<file path="src/rtl/rtc_wp_pkg.sv">
package rtc_wp_pkg;

    localparam logic [7:0] STATUS_ADDR = 8'h3F;
    localparam logic [7:0] NV_LIMIT    = 8'h30;
    localparam logic [7:0] DTRIM_ADDR  = 8'h13;

    // Writable bits of each stored register; cleared bits read as zero.
    function automatic logic [7:0] keep_mask(input logic [7:0] a);
        case (a)
            8'h10:   keep_mask = 8'h00;
            8'h11:   keep_mask = 8'hE7;
            8'h12:   keep_mask = 8'h3F;
            8'h13:   keep_mask = 8'h07;
            default: keep_mask = 8'hFF;
        endcase
    endfunction

    function automatic logic signed [5:0] trim_decode(input logic [2:0] b);
        logic signed [5:0] m;
        m = 6'sd0;
        if (b[0]) m = m + 6'sd20;
        if (b[1]) m = m + 6'sd10;
        if (b[2]) m = -m;
        return m;
    endfunction

endpackage

</file>
<file path="src/rtl/rtc_wp_regbank.sv">
module rtc_wp_regbank
    import rtc_wp_pkg::*;
#(
    parameter int NV_DEPTH = 20,
    parameter int TB_BASE  = 48,
    parameter int TB_DEPTH = 8
) (
    input  logic       clk,
    input  logic       rst_n,
    input  logic       we,
    input  logic [7:0] waddr,
    input  logic [7:0] wdata,
    input  logic [7:0] raddr,
    output logic [7:0] rdata,
    output logic [2:0] dtrim_bits
);

    typedef struct packed {
        logic [NV_DEPTH-1:0][7:0] nv;
        logic [TB_DEPTH-1:0][7:0] tb;
    } bank_t;

    bank_t bank_d, bank_q;

    always_comb begin
        bank_d     = bank_q;
        rdata      = 8'h00;
        dtrim_bits = 3'b000;
        for (int i = 0; i < NV_DEPTH; i++) begin
            if (we && waddr == 8'(i))
                bank_d.nv[i] = wdata & keep_mask(waddr);
            if (raddr == 8'(i))
                rdata = bank_q.nv[i];
            if (DTRIM_ADDR == 8'(i))
                dtrim_bits = bank_q.nv[i][2:0];
        end
        for (int j = 0; j < TB_DEPTH; j++) begin
            if (we && waddr == 8'(TB_BASE + j))
                bank_d.tb[j] = wdata;
            if (raddr == 8'(TB_BASE + j))
                rdata = bank_q.tb[j];
        end
    end

    always_ff @(posedge clk or negedge rst_n) begin
        if (!rst_n) bank_q <= '0;
        else        bank_q <= bank_d;
    end

endmodule

</file>
<file path="src/rtl/rtc_wp_guard.sv">
module rtc_wp_guard (
    input  logic       clk,
    input  logic       rst_n,
    input  logic       st_we,
    input  logic [7:0] st_data,
    input  logic       relock,
    input  logic       tb_done,
    output logic       wel,
    output logic       rwel,
    output logic       rtcf
);

    typedef struct packed {
        logic wel;
        logic rwel;
        logic rtcf;
    } guard_t;

    guard_t g_d, g_q;

    always_comb begin
        g_d = g_q;
        if (st_we) begin
            case (st_data)
                8'h00: begin g_d.wel = 1'b0; g_d.rwel = 1'b0; end
                8'h02: begin g_d.wel = 1'b1; g_d.rwel = 1'b0; end
                8'h06: if (g_q.wel) g_d.rwel = 1'b1;
                default: ;
            endcase
        end
        if (relock)  g_d.rwel = 1'b0;
        if (tb_done) g_d.rtcf = 1'b0;
    end

    always_ff @(posedge clk or negedge rst_n) begin
        if (!rst_n) g_q <= '{wel: 1'b0, rwel: 1'b0, rtcf: 1'b1};
        else        g_q <= g_d;
    end

    assign wel  = g_q.wel;
    assign rwel = g_q.rwel;
    assign rtcf = g_q.rtcf;

endmodule

</file>
<file path="src/rtl/rtc_wp_busy.sv">
module rtc_wp_busy #(
    parameter int CYCLES = 2000000
) (
    input  logic clk,
    input  logic rst_n,
    input  logic start,
    output logic busy
);

    localparam int CW = $clog2(CYCLES + 1);

    logic [CW-1:0] cnt_d, cnt_q;

    always_comb begin
        cnt_d = cnt_q;
        if (start)               cnt_d = CW'(CYCLES);
        else if (cnt_q != '0)    cnt_d = cnt_q - 1'b1;
    end

    always_ff @(posedge clk or negedge rst_n) begin
        if (!rst_n) cnt_q <= '0;
        else        cnt_q <= cnt_d;
    end

    assign busy = (cnt_q != '0);

endmodule

</file>
<file path="src/rtl/rtc_wp_ctrl.sv">
module rtc_wp_ctrl
    import rtc_wp_pkg::*;
#(
    parameter int BUSY_CYCLES = 2000000,
    parameter int NV_DEPTH    = 20,
    parameter int TB_DEPTH    = 8
) (
    input  logic              clk,
    input  logic              rst_n,
    input  logic              hdr_vld,
    input  logic [7:0]        addr_hi,
    input  logic [7:0]        addr_lo,
    input  logic              wr_vld,
    input  logic [7:0]        wr_byte,
    input  logic              rd_vld,
    input  logic              stop,
    input  logic              alarm_in,
    output logic [7:0]        rd_data,
    output logic              rd_ack,
    output logic              busy,
    output logic              clk_fail,
    output logic signed [5:0] trim_ppm
);

    localparam int         TB_BASE_I = int'(NV_LIMIT);
    localparam logic [7:0] TB_END    = 8'(TB_BASE_I + TB_DEPTH);

    typedef struct packed {
        logic [7:0] ptr;
        logic       hi_ok;
        logic       nv_pend;
        logic       tb_pend;
        logic       rd_ack;
        logic [7:0] rd_data;
    } ctrl_t;

    ctrl_t st_d, st_q;

    logic       bank_we, st_we, busy_start, relock, tb_done;
    logic       wel, rwel, rtcf;
    logic [7:0] bank_rdata, status_val;
    logic [2:0] dtrim_bits;

    assign status_val = {2'b00, alarm_in, 2'b00, rwel, wel, rtcf};

    always_comb begin
        st_d        = st_q;
        st_d.rd_ack = 1'b0;
        bank_we     = 1'b0;
        st_we       = 1'b0;
        busy_start  = 1'b0;
        relock      = 1'b0;
        tb_done     = 1'b0;
        if (hdr_vld) begin
            st_d.ptr   = addr_lo;
            st_d.hi_ok = (addr_hi == 8'h00);
        end else begin
            if (wr_vld) begin
                st_d.ptr = st_q.ptr + 8'd1;
                if (st_q.hi_ok && !busy) begin
                    if (st_q.ptr == STATUS_ADDR) begin
                        st_we = 1'b1;
                    end else if (wel && rwel) begin
                        bank_we = 1'b1;
                        if (st_q.ptr < NV_LIMIT)
                            st_d.nv_pend = 1'b1;
                        else if (st_q.ptr < TB_END)
                            st_d.tb_pend = 1'b1;
                    end
                end
            end else if (rd_vld) begin
                st_d.ptr    = st_q.ptr + 8'd1;
                st_d.rd_ack = 1'b1;
                if (!st_q.hi_ok)
                    st_d.rd_data = 8'h00;
                else if (st_q.ptr == STATUS_ADDR)
                    st_d.rd_data = status_val;
                else
                    st_d.rd_data = bank_rdata;
            end
            if (stop) begin
                busy_start   = st_q.nv_pend;
                relock       = st_q.nv_pend;
                tb_done      = st_q.tb_pend;
                st_d.nv_pend = 1'b0;
                st_d.tb_pend = 1'b0;
            end
        end
    end

    always_ff @(posedge clk or negedge rst_n) begin
        if (!rst_n) st_q <= '0;
        else        st_q <= st_d;
    end

    rtc_wp_regbank #(
        .NV_DEPTH (NV_DEPTH),
        .TB_BASE  (TB_BASE_I),
        .TB_DEPTH (TB_DEPTH)
    ) u_bank (
        .clk        (clk),
        .rst_n      (rst_n),
        .we         (bank_we),
        .waddr      (st_q.ptr),
        .wdata      (wr_byte),
        .raddr      (st_q.ptr),
        .rdata      (bank_rdata),
        .dtrim_bits (dtrim_bits)
    );

    rtc_wp_guard u_guard (
        .clk     (clk),
        .rst_n   (rst_n),
        .st_we   (st_we),
        .st_data (wr_byte),
        .relock  (relock),
        .tb_done (tb_done),
        .wel     (wel),
        .rwel    (rwel),
        .rtcf    (rtcf)
    );

    rtc_wp_busy #(.CYCLES(BUSY_CYCLES)) u_busy (
        .clk   (clk),
        .rst_n (rst_n),
        .start (busy_start),
        .busy  (busy)
    );

    assign rd_data  = st_q.rd_data;
    assign rd_ack   = st_q.rd_ack;
    assign clk_fail = rtcf;
    assign trim_ppm = trim_decode(dtrim_bits);

endmodule

</file>
<file path="config.mk">
export PLATFORM = sky130hd
export DESIGN_NAME = rtc_wp_ctrl
export DESIGN_NICKNAME = d
export VERILOG_FILES = /design/src/rtl/rtc_wp_pkg.sv /design/src/rtl/rtc_wp_regbank.sv /design/src/rtl/rtc_wp_guard.sv /design/src/rtl/rtc_wp_busy.sv /design/src/rtl/rtc_wp_ctrl.sv
export SDC_FILE = /design/constraint.sdc
export NUM_CORES = 1
export LEC_CHECK = 0
export BUFFER_PORTS_ARGS = -buffer_cell sky130_fd_sc_hd__buf_2
export CAP_MARGIN = 20
export CORE_UTILIZATION = 30
export CTS_BUF_LIST = sky130_fd_sc_hd__clkbuf_16
export DETAILED_ROUTE_END_ITERATION = 16
export HOLD_SLACK_MARGIN = 0.08
export PLACE_DENSITY = 0.54
export SLEW_MARGIN = 20
export SYNTH_ARGS = -nofsm -noshare
export SYNTH_HDL_FRONTEND = slang
export SYNTH_SLANG_ARGS = --single-unit
export TNS_END_PERCENT = 30
</file>
<file path="constraint.sdc">
create_clock -name clk -period 3 [get_ports clk]
set_input_delay 0.3 -clock clk [delete_from_list [all_inputs] [get_ports clk]]
set_output_delay 0.3 -clock clk [all_outputs]
set_load 0.02 [all_outputs]
</file>
-- After elaboration in Yosys (flattened, before gate mapping)
Index checks and enable logic that the tools add are counted.
- $add $sub $neg: 4
- magnitude comparators: 2
- eq/ne operators: 33
- multiplexer cells: 88
- bitwise operators: 22
- reductions and logical operators: 51
- operators by type and width (operator ; count):
    $mux 8 ; 53
    $and 8x8->8 ; 20
    $eq 8x6->1 const B ; 9
    $eq 8x4->1 const B ; 8
    $mux 21 ; 2
    $eq 8x3->1 const B ; 5
    $eq 8x5->1 const B ; 4
    $pmux 8 s4 ; 1
    $logic_and 1x1->1 ; 30
    $mux 9 ; 3
    $eq 8x2->1 const B ; 3
    $logic_not 8->1 ; 3
    $reduce_bool 21->1 ; 1
    $sub 21x1->21 const B ; 1
    $mux 1 ; 19
    $lt 8x6->1 const B ; 2
    $reduce_bool 2->1 ; 8
    $mux 6 ; 2
    $mux 2 ; 5
    $add 8x1->8 const B ; 1
    $eq 8x1->1 const B ; 1
    $reduce_and 7->1 ; 1
    $add 6x5->6 const B ; 1
    $neg 6->6 ; 1
    other kinds (11) ; 16
- register bits after elaboration: 268
- input bits: 31
- output and inout bits: 17

-- Logic depth before layout (Yosys ltp)
Gate-level depths: netlist (run 1).
- depth after elaboration: 34
- mapped depth: 13
- depth with buffers taken out: 9

-- Hierarchy
From an unflattened synthesis (run 1), not the netlist that was laid out.
- cell total of the unflattened synthesis: 1283
- area, all modules: 13470.4 µm²
- by module, submodules not included (module ; times used ; cells each ; area each (µm²) ; sequential area each (µm²)):
    rtc_wp_regbank ; 1 ; 1012 ; 10961.8 ; 5605.4
    rtc_wp_ctrl ; 1 ; 142 ; 1233.7 ; 500.5
    rtc_wp_busy ; 1 ; 117 ; 1132.3 ; 525.5
    rtc_wp_guard ; 1 ; 12 ; 142.6 ; 76.3

-- Worst setup path after synthesis (run 1)
OpenSTA, ideal clock, no wires.
- kind: register to register
- from: reg u_busy.cnt_q[7]
- to: reg u_bank.bank_q[75] (netlist bit)
- setup time: 126 ps
- data arrival time: 2607 ps
- data required time: 2874 ps
- setup slack: 267 ps
- cell stages (with the launch flop): 13
- buffers on the path: 5
- clock period less this slack: 2733 ps
- cell sequence: dfrtp_1 -> or4_1 -> buf_2 -> nor4_4 -> and4_1 -> buf_6 -> nand2_4 -> buf_6 -> or4_4 -> buf_6 -> buf_6 -> nand2_2 -> o21ai_2
- longest elaborated chain between the ends: 7
- ends and longest elaborated chain (what ; RTL line ; RTL):
    from (decl) ; rtc_wp_busy.sv:12 ; logic [CW-1:0] cnt_d, cnt_q;
    from (signal assigned) ; rtc_wp_busy.sv:22 ; else cnt_q <= cnt_d;
    $reduce_bool 21->1 ; rtc_wp_busy.sv:25 ; assign busy = (cnt_q != '0);
    $logic_not 1->1 ; rtc_wp_ctrl.sv:60 ; if (st_q.hi_ok && !busy) begin
    $logic_and 1x1->1 ; rtc_wp_ctrl.sv:60 ;
    $mux 1 ; rtc_wp_ctrl.sv:60 ;
    $mux 1 ; rtc_wp_ctrl.sv:58 ; if (wr_vld) begin
    $mux 1 ; rtc_wp_ctrl.sv:54 ; if (hdr_vld) begin
    $logic_and 1x1->1 ; rtc_wp_regbank.sv:30 ; if (we && waddr == 8'(i))
    to (signal assigned) ; rtc_wp_regbank.sv:47 ; else bank_q <= bank_d;
    to (decl) ; rtc_wp_regbank.sv:23 ; bank_t bank_d, bank_q;
No other way between the ends.
A chain may end at the register's enable or synchronous reset.

-- Worst setup path in the final report (run 1)
- from: reg st_q[16] (netlist bit)
- to: reg st_q (netlist bit rd_data[3])
- longest elaborated chain between the ends: 31
- elaborated cells on any way between the ends: 59
- ends and longest elaborated chain (what ; RTL line ; RTL):
    from (decl) ; rtc_wp_ctrl.sv:37 ; ctrl_t st_d, st_q;
    from (signal assigned) ; rtc_wp_ctrl.sv:93 ; else st_q <= st_d;
    $logic_not 8->1 ; rtc_wp_regbank.sv:32 ; if (raddr == 8'(i))
    $mux 8 (20 in series) ; rtc_wp_regbank.sv:32 ;
    $mux 8 (8 in series) ; rtc_wp_regbank.sv:40 ; if (raddr == 8'(TB_BASE + j))
    $mux 8 (*) ; rtc_wp_ctrl.sv:76 ; else if (st_q.ptr == STATUS_ADDR)
    $mux 8 (*) ; rtc_wp_ctrl.sv:74 ; if (!st_q.hi_ok)
Mark *: on every way between the ends. The rest lies on a longest branch, timed or not.

==> results of run 1 <==
==> cells in the mapped netlist, types with 6 or more instances <==
master and instances:
dfrtp_1 267, nand2_1 254, o21ai_0 200, clkbuf_1 88
mux2_2 72, nor2_1 64, a21oi_1 43, nand3_1 43
nor3_1 35, a221oi_1 23, or3_1 19, inv_1 16
nand2b_1 14, xnor2_1 14, a31oi_1 12, a211oi_1 11
and3_1 11, nor2b_1 11, nor4_1 11, o21ai_1 11
o22ai_1 11, buf_4 10, o211ai_1 10, ha_1 8
nand4_1 8, nor2_2 8, a221o_1 7, o21ai_2 7
a22oi_1 6, a32oi_1 6, or4_1 6
==> how the worst min path moves through the flow <==
stage	endpoint	slack, ns	depth (start not counted)	start
after detailed placement	u_busy.cnt_q[10]	0.26	1	rst_n
after floorplan	rd_ack	0.004	0	rst_n
after global placement	u_busy.cnt_q[11]	0.26	1	rst_n
after global routing	rd_data[5]	0.16	4	alarm_in
final	rd_data[5]	0.15	4	alarm_in
after CTS	rd_data[5]	0.13	4	alarm_in
==> cell type report <==
type	instances	area share (%)
clock buffer	31	4.89
timing repair buffer	162	8.04
tap	585	4.62
clock inverter	25	0.931
inverter	20	0.474
sequential	268	42.3
multi-input combinational	1026	38.7
==> worst max-delay path: stages, from the launching register on <==
cell	delay, ns
dfrtp_1	0.44
buf_4	0.20
and2_0	0.30
and3_1	0.34
buf_4	0.20
a221o_1	0.30
a31oi_1	0.28
o211ai_1	0.28
o21ai_1	0.35
a21oi_1	0.09
==> layer usage <==
metal  vias to the layer above  part of all wire, %  track usage, %
li1                       5265                    -               -
met1                      5631                   45            28.7
met2                       453                   45            32.0
met3                        83                  7.4            3.50
met4                         0                  2.9            6.08
met5                         -                    0               0
==> through the flow <==
stage          utilization (%)  worst slack (ns)
6_report                  36.5            0.0991
3_3_place_gp              33.8            -0.296
5_1_grt                   36.5           -0.0582
4_1_cts                   36.3            0.0395
3_5_place_dp              33.8            -0.262
2_1_floorplan                -             0.267
==> power groups by stage <==
| stage | combinational [W] | sequential (W) | clock (W) |
|---|---|---|---|
| 5_1_grt | 0.00137 | 0.00384 | 0.00369 |
| 3_5_place_dp | 0.00123 | 0.00388 | 0 |
| 4_1_cts | 0.00125 | 0.00382 | 0.00357 |
| 6_report | 0.00128 | 0.00382 | 0.00350 |
| 3_3_place_gp | 0.00121 | 0.00387 | 0 |
| 2_1_floorplan | 0.000649 | 0.00385 | 0 |
==> flip-flops by register name, summed over array words and instances (netlist names) <==
name               count
u_bank.bank_q        221
u_busy.cnt_q          21
st_q                  11
rd_data                8
u_bank.dtrim_bits      3
rd_ack                 1
u_guard.rtcf           1
u_guard.rwel           1
u_guard.wel            1
==> what timing repair did <==
item                       4_1_cts  5_1_grt
hold endpoints to repair        63        0
cloned                           0        0
gates resized for setup          4       17
setup endpoints to repair        2       46
pin swaps                        0        3
hold buffers                    14        0
buffers inserted                 0        0
==> logic make-up after synthesis <==
group                      count (synthesis)
adders and majority gates                  8
AOI/OAI and AO/OA                        402
other                                      1
xor gates and xnor gates                  19
DFF                                      268
muxes                                     73
buffers and inverters                    131
and+or+nand+nor                          523
==> out/results.ini, run 1 <==
[hold_path]
hp-class = primary input to flop

[critical_path]
r2r_start = st_q[16]
r2r-end = rd_data[3]
crit_type = flop to flop
cp_data_required_time_ns = 3.43
cp-end-kind = flop
rrSetupSlack_ns = 0.1
crit_arrival_ns = 3.33
crit_fanout = 8
r2r_cells = 9
crit_path_start = st_q[16]
startpoint_type = flop
endpoint = rd_data[3]

[clock_tree]
cts.sink_count = 268
path_clk_slew_ns = 0.06
cts_root_buffer = clkbuf_16
cts_buffers = 31
h-tree-depth = 1
ctsLongestPathBuffers = 3
clk_latency_ns = 0.57
tritoncts = built

[floorplanning]
fp-row-count = 76
die-width_um = 213
dieArea_um2 = 45200
core_area_um2 = 43500
die_h_um = 213
initial_core_util_pct = 30.6
boundaryPins = 48

[power]
comb_power_share_pct = 14.9
p_per_area_nw_per_um2 = 543
seqPwrFrac_pct = 44.4
clkPwrFrac_pct = 40.7
p_int_w = 0.00610
vdd_drop_max_v = 0.000455
switching_power_w = 0.00250
leakage_nw = 6.81
swShare_pct = 29.1
finalPower_w = 0.00860

[final_layout]
n_antenna_cell = 0
layout.area.seq_um2 = 6710
multi_input_area_um2 = 6140
layout_commonest_cell = dfrtp_1
instances_no_fill = 2117
syn2layout_area_growth_pct = 19.0
fillers = 4483
final_nets = 1548
layout_common_cells = dfrtp_1 (266), nand2_1 (254), o21ai_0 (198)
design_area_um2 = 15900
drive_above_1_share_pct = 20.6

[drt]
ant_nets = 0
num_vias = 11432
wl_per_cell_um = 21.7
totalWireLength_um = 45800
drcViolationCount = 0
drt_iter0_drc = 1133
firstDrtPassIters = 5
viasPerCell = 5.40

[yosys]
ys_seq_area_share_pct = 50.4
synth_cell_types = 79
synth_xor_area_share_pct = 1.25
yosys_warnings = 0
synthArstFlopShare_pct = 100
synthFlopType = dfrtp_1
synth_seq_cells = 268
yosys.area_share.simple_pct = 18.6
synth_nets = 1464
avgSynthCellArea_um2 = 9.34
synthAdderAreaFrac_pct = 0.752
synth.area.top_cells = dfrtp_1 (50%), o21ai_0 (7.5%), nand2_1 (7.2%)
synth.area.mux_share_pct = 6.16
synth_top_family_by_area = compound AO/OA/AOI/OAI gates
netlist_instances = 1425
synth_compound_area_share_pct = 18.6
synth-edff-count = 0
yosys.area.top_type = dfrtp_1
synth_area_um2 = 13300
synth.top_cell.area_share_pct = 50.2

[timing]
setup_tns_ns = 0
max_freq_mhz = 345
maxSlewViolCount = 0
layout_min_cycle_time_ns = 2.90
whs_ns = 0.146
setup_viol = 0
slew_headroom_pct = 54.9
worst_pin_slew_ns = 0.671
rsz0062_at_grt = yes
finalCritPeriodShare_pct = 96.7
fin_worst_skew_ns = 0.0143
hold_viol = 0

[placement]
place_area_um2 = 14700
dp.cells = 2047
port_buffers = 46
gp_congestion = 0.931
dp.final_hpwl_um = 31600

[global_routing]
antenna_found_initial = 0
grtUsageTotal_pct = 20.4
first_global_vias = 11302
grt_remaining_overflow = 0
grt_max_degree = 75
grt_pass1_wl_um = 70200

[run_status]
outcome = completed

[job]
cap_violations = 0

(Power assumes the default switching activity.)
==> inputs of run 2 (changes only) <==
--- a/config.mk
+++ b/config.mk
@@ -5,6 +5,7 @@
 export SDC_FILE = /design/constraint.sdc
 export NUM_CORES = 1
 export LEC_CHECK = 0
+export ABC_AREA = 1
 export BUFFER_PORTS_ARGS = -buffer_cell sky130_fd_sc_hd__buf_2
 export CAP_MARGIN = 20
 export CORE_UTILIZATION = 30
==> run 2 against run 1 <==
Effect of this change:
- the run now ends with negative setup slack left
- core utilization rose by 1.7 points
- clock power rose by 3%
- flip-flop and latch count unchanged
- sequential power shrank 4%
- critical path depth grew 21
- die area fell by 1.1%
- power fell by 8.7%
- synthesized area down 1.1%
- fmax decreased by 11%
- register-to-register slack worse by 0.36 ns
- sequential share of layout area shrank 1.6 points
==> out/results.ini, run 2 <==
[run_status]
outcome = finished, violations left
failed_checks = negative setup slack

[critical_path]
crit_fanout = 5
crit_slowest_cell = dfrtp_2
startpoint_type = flop
cp-end-kind = flop
crit_type = flop to flop
path_buf_inv = 1
r2r_cells = 30
crit_family = simple AND/OR/NAND/NOR gates
r2r_start = st_q[14]
max_stage_delay_ns = 0.44
critical_path.most_common_cell = nand2_1
rrSetupSlack_ns = -0.26
crit_arrival_ns = 3.76
r2r-end = rd_data[3]
cp_data_required_time_ns = 3.50

[floorplanning]
die-width_um = 211
die_h_um = 211
core_area_um2 = 43200
initial_core_util_pct = 30.5
dieArea_um2 = 44700
boundaryPins = 48
fp-row-count = 76

[yosys]
synth.top_cell.area_share_pct = 50.8
yosys.area.top_type = dfrtp_1
synth_cell_types = 44
avgSynthCellArea_um2 = 7.63
netlist_instances = 1725
synth.area.top_cells = dfrtp_1 (51%), nand2_1 (17%), o21ai_0 (10%)
synth_area_um2 = 13200
synth-edff-count = 0
yosys_warnings = 0
ys_seq_area_share_pct = 51.0
synth_nets = 1764
synth_seq_cells = 268
yosys-top-cells-count = nand2_1 (595), o21ai_0 (269), dfrtp_1 (267)
yosysMostFrequentCell = nand2_1
synthFlopType = dfrtp_1
synthArstFlopShare_pct = 100

[timing]
finalCritPeriodShare_pct = 109
worst_pin_slew_ns = 0.622
rsz0062_at_grt = yes
layout_min_cycle_time_ns = 3.26
fin_worst_skew_ns = 0.00695
max_freq_mhz = 307
whs_ns = 0.106
maxSlewViolCount = 0
finalWorstSetupSlack_ns = -0.257
slew_headroom_pct = 58.2
setup_tns_ns = -1.23
setup_viol = 8
hold_viol = 0

[clock_tree]
cts_root_buffer = clkbuf_16
tritoncts = built
ctsLongestPathBuffers = 3
cts_buffers = 30
path_clk_slew_ns = 0.06
cts.sink_count = 268
clk_latency_ns = 0.57
h-tree-depth = 1

[placement]
gp_congestion = 0.889
port_buffers = 46
dp.final_hpwl_um = 26900

[final_layout]
reg.largest.list = u_bank.bank_q (221), u_busy.cnt_q (21), st_q (11)
top_register = u_bank.bank_q
n_antenna_cell = 0
syn2layout_area_growth_pct = 25.0
fillers = 4500
final_nets = 1934
drive_above_1_share_pct = 19.2
layout_commonest_cell = nand2_1
layout_common_cells = nand2_1 (567), o21ai_0 (267), dfrtp_1 (265)
largest_reg_flops = 221

[power]
leakage_nw = 8.16
vdd_drop_max_v = 0.000379
p_per_area_nw_per_um2 = 477

[hold_path]
hp-start = addr_lo[4]
min_delay_path_depth = 3
hp-class = primary input to flop
hold_end = st_q[16]

[drt]
totalWireLength_um = 39700
ant_nets = 0
drt_iter0_drc = 878
viasPerCell = 4.74
wl_per_cell_um = 15.9
firstDrtPassIters = 5
drcViolationCount = 0
num_vias = 11833

[global_routing]
grt_pass1_wl_um = 63300
first_global_vias = 11385
grt_remaining_overflow = 0
grt_max_degree = 73
grtUsageTotal_pct = 17.9
antenna_found_initial = 0

[job]
cap_violations = 0

run 2: cell types whose count changed in the layout (fill, tap and decap cells not counted), moves of 16 or more:
cell / change
nand2_1: +313
inv_1: +113
mux2_2: -72
o21ai_0: +69
nor2_1: +48
buf_4: +46
nand2_2: +27
a221oi_1: -22
a21oi_1: +18
or2_2: +18
or3_1: -18
nand3_2: +17
nor3_1: -16
run 2: cells by family (layout without fill, tap and decap cells):
kind of cell	count (synthesis)	in the layout	synth area share [%]
DFF	268	268	51.0
xor gates and xnor gates	5	5	0.333
other	1	1	0.0285
AOI/OAI and AO/OA	365	365	14.2
adders and majority gates	8	8	0.760
and+or+nand+nor	863	864	27.2
buffers and inverters	215	403	6.58
run 2: worst max path at each step:
stage               cells after the start             from                end  slack [ns]
global placement                       32         st_q[12]         rd_data[5]       -0.39
finish                                 30         st_q[14]         rd_data[3]       -0.26
global route                           31         st_q[14]         rd_data[6]       -0.58
CTS                                    35         st_q[12]         rd_data[5]       -0.26
floorplan                              18  u_busy.cnt_q[0]  u_bank.bank_q[84]        0.22
detailed placement                     36         st_q[13]         rd_data[0]       -0.41
run 2: cell type report:
class	count	area, µm²	share of cell area, %
repair buffers	209	1620	9.87
clock buffers	31	776	4.71
clock inverters	20	160	0.973
flip-flops and latches	268	6710	40.8
multi-input cells	1243	5920	35.9
inverters	143	543	3.30
well taps	585	732	4.45
run 2: timing repair:
item / 4_1_cts / 5_1_grt
hold buffers: 10 / 0
setup endpoints to repair: 12 / 233
buffers inserted: 11 / 17
hold endpoints to repair: 71 / 0
cloned: 0 / 3
pin swaps: 33 / 26
resized for setup: 44 / 61
run 2: worst register-to-register path, delay by kind of cell, from the launching register on:
kind	cells	cell delay [ns]
AO/OA/AOI/OAI	5	0.58
buffers and inverters	1	0.13
flip-flops	1	0.44
AND/OR/NAND/NOR	24	2.05
run 2: stage by stage:
step | cell area [µm²] | instances | setup slack (ns) | util [%] | total power [W]
floorplan | 13200 | 1725 | 0.223 | - | 0.00393
global placement | 14800 | 2407 | -0.388 | 34.3 | 0.00424
detailed placement | 14800 | 2407 | -0.414 | 34.3 | 0.00424
CTS | 16100 | 2479 | -0.259 | 37.3 | 0.00789
global route | 16500 | 2499 | -0.576 | 38.1 | 0.00814
finish | 16500 | 2499 | -0.257 | 38.1 | 0.00785
run 2: where the power goes:
group	switching, W	total (W)	internal [W]
logic	0.000397	0.000610	0.000212
clock network	0.00149	0.00359	0.00209
registers	0.0000209	0.00365	0.00363
run 2: layer usage:
metal | track usage, % | wire length (µm) | vias up | part of all wire (%)
met5 | 0 | 0 | - | 0
met4 | 4.87 | 1030 | 0 | 2.6
met3 | 2.48 | 2110 | 60 | 5.3
met2 | 28.0 | 17600 | 300 | 44
met1 | 25.7 | 19000 | 5612 | 48
li1 | - | - | 5861 | -
